### src/rtl/isc_pkg.sv
package isc_pkg;
  localparam int unsigned REG_W    = 32;
  localparam int unsigned ADDR_W   = 2;
  localparam int unsigned CARD_BIT = 8;
  localparam int unsigned SUM_BIT  = 15;
  localparam int unsigned ERR_LSB  = 16;
  localparam int unsigned N_EN     = 2;

  typedef enum logic [ADDR_W-1:0] {
    ADR_STATUS  = 2'd0,
    ADR_STAT_EN = 2'd1,
    ADR_SIG_EN  = 2'd2,
    ADR_SPARE   = 2'd3
  } isc_addr_e;

  // normal events 8:0, errors 22:16 and 28
  localparam logic [REG_W-1:0] EVT_BITS  = 32'h107F_01FF;
  localparam logic [REG_W-1:0] CARD_MASK = 32'h1 << CARD_BIT;
  localparam logic [REG_W-1:0] SUM_MASK  = 32'h1 << SUM_BIT;

  function automatic logic [REG_W-1:0] w1c_next(
      input logic [REG_W-1:0] cur, input logic [REG_W-1:0] clr,
      input logic [REG_W-1:0] set);
    return (cur & ~clr) | set;
  endfunction

  function automatic logic err_summary(input logic [REG_W-1:0] v);
    return |v[REG_W-1:ERR_LSB];
  endfunction

  function automatic logic [REG_W-1:0] status_view(input logic [REG_W-1:0] v);
    return v | (err_summary(v) ? SUM_MASK : '0);
  endfunction
endpackage

### src/rtl/isc_enable_reg.sv
module isc_enable_reg
  import isc_pkg::*;
(
  input  logic             clk,
  input  logic             rst_n,
  input  logic             wr_en,
  input  logic [REG_W-1:0] wdata,
  output logic [REG_W-1:0] q
);
  logic [REG_W-1:0] d_masked;
  assign d_masked = wdata & EVT_BITS;

  always_ff @(posedge clk) begin
    if (!rst_n)     q <= '0;
    else if (wr_en) q <= d_masked;
  end

  assert_en_clean_R8: assert property (@(posedge clk) disable iff (!rst_n)
    wr_en |=> (q[SUM_BIT] == 1'b0));
endmodule

### src/rtl/isc_status_bank.sv
module isc_status_bank
  import isc_pkg::*;
(
  input  logic             clk,
  input  logic             rst_n,
  input  logic [REG_W-1:0] evt_vec,
  input  logic             card_lvl,
  input  logic [REG_W-1:0] stat_en,
  input  logic [REG_W-1:0] clr_vec,
  output logic [REG_W-1:0] status
);
  logic [REG_W-1:0] raw_evt;
  logic [REG_W-1:0] set_vec;

  assign raw_evt = (evt_vec & ~CARD_MASK) | (card_lvl ? CARD_MASK : '0);
  assign set_vec = raw_evt & stat_en & EVT_BITS;

  always_ff @(posedge clk) begin
    if (!rst_n) status <= '0;
    else        status <= w1c_next(status, clr_vec, set_vec);
  end

  // a set in this cycle is visible next cycle, even when a clear hits it
  assert_set_wins_R5: assert property (@(posedge clk) disable iff (!rst_n)
    (set_vec != '0) |=> ((status & $past(set_vec)) == $past(set_vec)));

  assert_w1c_R4: assert property (@(posedge clk) disable iff (!rst_n)
    (clr_vec != '0) |=> ((status & $past(clr_vec & ~set_vec)) == '0));

  assert_gate_R3: assert property (@(posedge clk) disable iff (!rst_n)
    ((status & ~$past(status) & ~$past(stat_en)) == '0));
endmodule

### src/rtl/isc_irq_gen.sv
module isc_irq_gen
  import isc_pkg::*;
(
  input  logic             clk,
  input  logic             rst_n,
  input  logic [REG_W-1:0] status,
  input  logic [REG_W-1:0] sig_en,
  output logic             irq_q
);
  logic [REG_W-1:0] pend_vec;
  logic             pend_any;

  assign pend_vec = status & sig_en;
  assign pend_any = |pend_vec;

  always_ff @(posedge clk) begin
    if (!rst_n) irq_q <= 1'b0;
    else        irq_q <= pend_any;
  end

  assert_irq_rise_R6: assert property (@(posedge clk) disable iff (!rst_n)
    (pend_vec != '0) |=> irq_q);

  assert_irq_masked_R7: assert property (@(posedge clk) disable iff (!rst_n)
    ((status & sig_en) == '0) |=> !irq_q);
endmodule

### src/rtl/isc_host_irq.sv
module isc_host_irq
  import isc_pkg::*;
(
  input  logic              clk,
  input  logic              rst_n,
  input  logic              reg_wr,
  input  logic [ADDR_W-1:0] reg_addr,
  input  logic [REG_W-1:0]  reg_wdata,
  output logic [REG_W-1:0]  reg_rdata,
  input  logic [REG_W-1:0]  evt_pulse,
  input  logic              card_lvl,
  output logic              irq
);
  logic [N_EN-1:0][REG_W-1:0] en_q;
  logic [REG_W-1:0]           status_q;
  logic [REG_W-1:0]           clr_vec;
  logic                       wr_status;

  assign wr_status = reg_wr && (reg_addr == ADR_STATUS);
  assign clr_vec   = wr_status ? (reg_wdata & EVT_BITS) : '0;

  // en_q[0] gates latching, en_q[1] gates signalling
  for (genvar gi = 0; gi < N_EN; gi++) begin : g_en
    localparam isc_addr_e MY_ADR = (gi == 0) ? ADR_STAT_EN : ADR_SIG_EN;
    logic wr_sel;
    assign wr_sel = reg_wr && (reg_addr == MY_ADR);
    isc_enable_reg u_en (
      .clk   (clk),
      .rst_n (rst_n),
      .wr_en (wr_sel),
      .wdata (reg_wdata),
      .q     (en_q[gi])
    );
  end

  isc_status_bank u_bank (
    .clk      (clk),
    .rst_n    (rst_n),
    .evt_vec  (evt_pulse),
    .card_lvl (card_lvl),
    .stat_en  (en_q[0]),
    .clr_vec  (clr_vec),
    .status   (status_q)
  );

  isc_irq_gen u_irq (
    .clk    (clk),
    .rst_n  (rst_n),
    .status (status_q),
    .sig_en (en_q[1]),
    .irq_q  (irq)
  );

  always_comb begin
    case (reg_addr)
      ADR_STATUS:  reg_rdata = status_view(status_q);
      ADR_STAT_EN: reg_rdata = en_q[0];
      ADR_SIG_EN:  reg_rdata = en_q[1];
      default:     reg_rdata = '0;
    endcase
  end

  assert_summary_R8: assert property (@(posedge clk) disable iff (!rst_n)
    (reg_addr == ADR_STATUS) |-> (reg_rdata[SUM_BIT] == (status_q[REG_W-1:ERR_LSB] != '0)));

  assert_unimpl_R9: assert property (@(posedge clk) disable iff (!rst_n)
    ((reg_rdata & ~(EVT_BITS | SUM_MASK)) == '0));

  assert_spare_R11: assert property (@(posedge clk) disable iff (!rst_n)
    (reg_addr == ADR_SPARE) |-> (reg_rdata == '0));
endmodule

### config.mk
export PLATFORM = sky130hd
export DESIGN_NAME = isc_host_irq
export DESIGN_NICKNAME = d
export VERILOG_FILES = /design/src/rtl/isc_pkg.sv /design/src/rtl/isc_enable_reg.sv /design/src/rtl/isc_status_bank.sv /design/src/rtl/isc_irq_gen.sv /design/src/rtl/isc_host_irq.sv
export SDC_FILE = /design/constraint.sdc
export NUM_CORES = 1
export LEC_CHECK = 0
export BUFFER_PORTS_ARGS = -buffer_cell sky130_fd_sc_hd__buf_2
export CAP_MARGIN = 5
export CORE_UTILIZATION = 43
export DETAILED_ROUTE_END_ITERATION = 8
export HOLD_SLACK_MARGIN = 0.03
export PLACE_DENSITY = 0.75
export RECOVER_POWER = 50
export SLEW_MARGIN = 20
export SYNTH_ARGS = -nofsm -noshare
export SYNTH_HDL_FRONTEND = slang
export SYNTH_SLANG_ARGS = --single-unit
### constraint.sdc
create_clock -name clk -period 1.72 [get_ports clk]
set_clock_uncertainty 0.2 [all_clocks]
set_input_delay 0.516 -clock clk [delete_from_list [all_inputs] [get_ports clk]]
set_output_delay 0.516 -clock clk [all_outputs]
set_load 0.02 [all_outputs]
==> metrics.csv <==
metric,value,unit
number of buffers created by CTS,5,
# port buffers,57,
unrepaired setup endpoints after global routing,yes,
mux contribution to synthesized area,6.71,%
worst hold slack,0.265,ns
final wirelength,7630,um
hold crit path type,input port to flip-flop,
r2r setup slk,0.12,ns
Max Cap Viol,0,
GRT Max-Usage Layer,met2,
H-tree levels,2,
ys async rst share,0,%
largest family of logic cells by synthesized area,simple AND/OR/NAND/NOR gates,
CP Launch Type,input port,
Max clock buf depth,2,
wire length per cell,16.6,um
critical path required time,1.00,ns
ANT nets after route,0,
register area share after synthesis,41.0,%
"Hold-fix buffers, CTS",0,
Pleak,1.58,nW
total gr overflow,0,
top_reg_cell synth,dfxtp_1,
Worst-Skew Late Latency,0.31,ns
Nets,458,
HPWL after DPL,4980,um
worst slack at placement,-0.424,ns
Reg2Reg Depth,5,
CP Capture Type,primary output,
Period minus WS final,2.12,ns
largest net degree at the start of global routing,53,
DR pass1 iterations,4,
DRC,0,
Vias/cell,5.32,
"Hold Violations, Final",0,
Root Driver,clkbuf_8,
Final GP Congestion,0.792,
Gate Count Post-Synth,310,
Tcrit/Tclk final,123,%
Setup CP Type,input port to primary output,
TritonCTS clock tree,built,
layout cells sized above 1,41.1,%
met1 Resource Use GR,29.4,%
final worst slack,-0.399,ns
Clock Sinks,52,
vias,2451,
Synth Area in Compound Gates,21.6,%
fin. max-slew vios,0,
# IOs,103,
Critical Path Fanout Max,4,
worst reg2reg endpoint,u_irq.irq_q$_SDFF_PN0_,
first-pass GRT wire length,11900,um
Synth Area in Simple Gates,22.4,%
initial antenna violation count,0,
Post-synth EDFFs,0,
Core Area,5610,um^2
outcome,"finished, violations left",
Final Power,2.58,mW
failing checks,setup timing,
WHS Endpoint,g_en[0].u_en.q[8]$_SDFFE_PN0P_,
grt met2 use,44.1,%
DRT iter0 DRCs,138,
Syn. warnings,0,
number of global-route vias before repair,2480,
Synth Register Bits,52,
row cnt,27,
Post-Syn Area,2540,um^2
GRT Util Overall,24.9,%
Chip Width,78.8,um
worst vdd ir,0.000559,V
number of diodes,0,
initial core utilization,45.2,%
Synth Area per Inst,8.19,um^2
Hold Crit Depth,3,
Die Ht,78.8,um
Setup-failing EPs final,27,
GR Util met3,4.60,%
Cell Pwr Density,682,nW/um^2
min-delay src,reg_wdata[8],
library cells used by synthesis,27,
reg2reg start,u_bank.status[22]$_SDFF_PN0_,
"Arr. time, crit path",1.40,ns
Max Freq,0.472,GHz
die area,6210,um^2
Synth Area in XOR/XNOR,0,%
Post-Synth Adder-Cell Area,0,%
clock-pin slew on the worst setup and hold paths,0.10,ns
Area Overhead vs Synth,48.9,%
[power breakdown]
group / internal [mW] / total [mW] / switching (mW)
Clock: 0.433 / 0.841 / 0.408
Combinational: 0.215 / 0.457 / 0.241
Sequential: 1.24 / 1.28 / 0.0403
[per-layer routing]
| layer | share of wire (%) | vias up |
|---|---|---|
| li1 | - | 1191 |
| met1 | 42 | 1155 |
| met2 | 50 | 84 |
| met3 | 5.0 | 21 |
| met4 | 3.2 | 0 |
| met5 | 0 | - |
[worst max path at each step]
stage	start	endpoint	slack, ns	cells past startpoint
finish	reg_addr[1]	reg_rdata[1]	-0.40	6
global route	reg_addr[1]	reg_rdata[4]	-0.42	6
CTS	reg_addr[1]	reg_rdata[0]	-0.39	6
detailed placement	reg_addr[1]	reg_rdata[6]	-0.42	6
global placement	reg_addr[1]	reg_rdata[6]	-0.42	6
floorplan	reg_addr[1]	reg_rdata[6]	-0.17	4
[cells in the mapped netlist (all sizes together) (2+ instances only)]
| library cell | n | area, um^2 |
|---|---|---|
| mux2i | 17 | 170 |
| nor2b | 17 | 106 |
| dfxtp | 52 | 1040 |
| buf | 25 | 180 |
| a21boi | 34 | 255 |
| nor4 | 2 | 12.5 |
| o21ai | 17 | 85.1 |
| a22oi | 22 | 165 |
| nand2 | 104 | 393 |
| clkbuf | 7 | 26.3 |
[stage by stage]
stage               TNS, ns  utilization (%)  cell area, um^2  std cells
CTS                   -6.42             64.7             3630        459
finish                -6.78             67.4             3780        461
global placement     -15.22             58.7             3290        450
floorplan             -1.66                -             2870        323
detailed placement   -16.97             58.7             3290        450
global route          -7.76             67.4             3780        461
[layout by cell type, fill, tap and decap left out, types with 2 or more instances in the layout]
cell / instances
nand2_1: 80
dfxtp_1: 50
buf_2: 38
a22oi_1: 22
buf_4: 22
buf_6: 19
a21boi_0: 17
nor2b_1: 17
nand2_4: 16
a21boi_1: 14
conb_1: 14
o21ai_4: 10
nand2_2: 8
mux2i_1: 8
o21ai_2: 7
buf_12: 6
mux2i_2: 5
clkbuf_8: 5
mux2i_4: 4
a21boi_2: 3
buf_16: 2
clkbuf_16: 2
dfxtp_2: 2
[worst max-delay path: stages]
cell	delay, ns
buf_8	0.10
and2b_4	0.35
clkbuf_16	0.19
nand2_4	0.05
o21ai_4	0.06
buf_6	0.13
[cells by family (layout without fill, tap and decap cells)]
logic type      Yosys count  in the layout
simple gates            130            130
compound gates           78             78
flops                    52             52
buf+inv                  32             98
mux                      17             17
other cells               1             14
[flip-flops by register name, summed over array words and instances, names as in the netlist]
| signal | flops |
|---|---|
| g_en.u_en.q | 34 |
| u_bank.status | 17 |
| u_irq.irq_q | 1 |
[final cells by class]
class	instances	area [um^2]
Sequential cell	52	1040
Clock inverter	2	35.0
Clock buffer	6	72.6
Multi-Input combinational cell	239	1730
Tap cell	72	90.1
Fill cell	446	1830
Timing Repair Buffer	90	810
[repair_timing]
| action | 4_1_cts | 5_1_grt |
|---|---|---|
| endpoints found under the hold margin | 0 | 0 |
| setup endpoints to repair | 27 | 25 |
| pin swaps | 6 | 18 |
| gates resized for setup | 60 | 35 |
| buffers inserted | 1 | 0 |
| gates cloned | 2 | 2 |
Note: power is estimated with default switching activity, not from simulation.
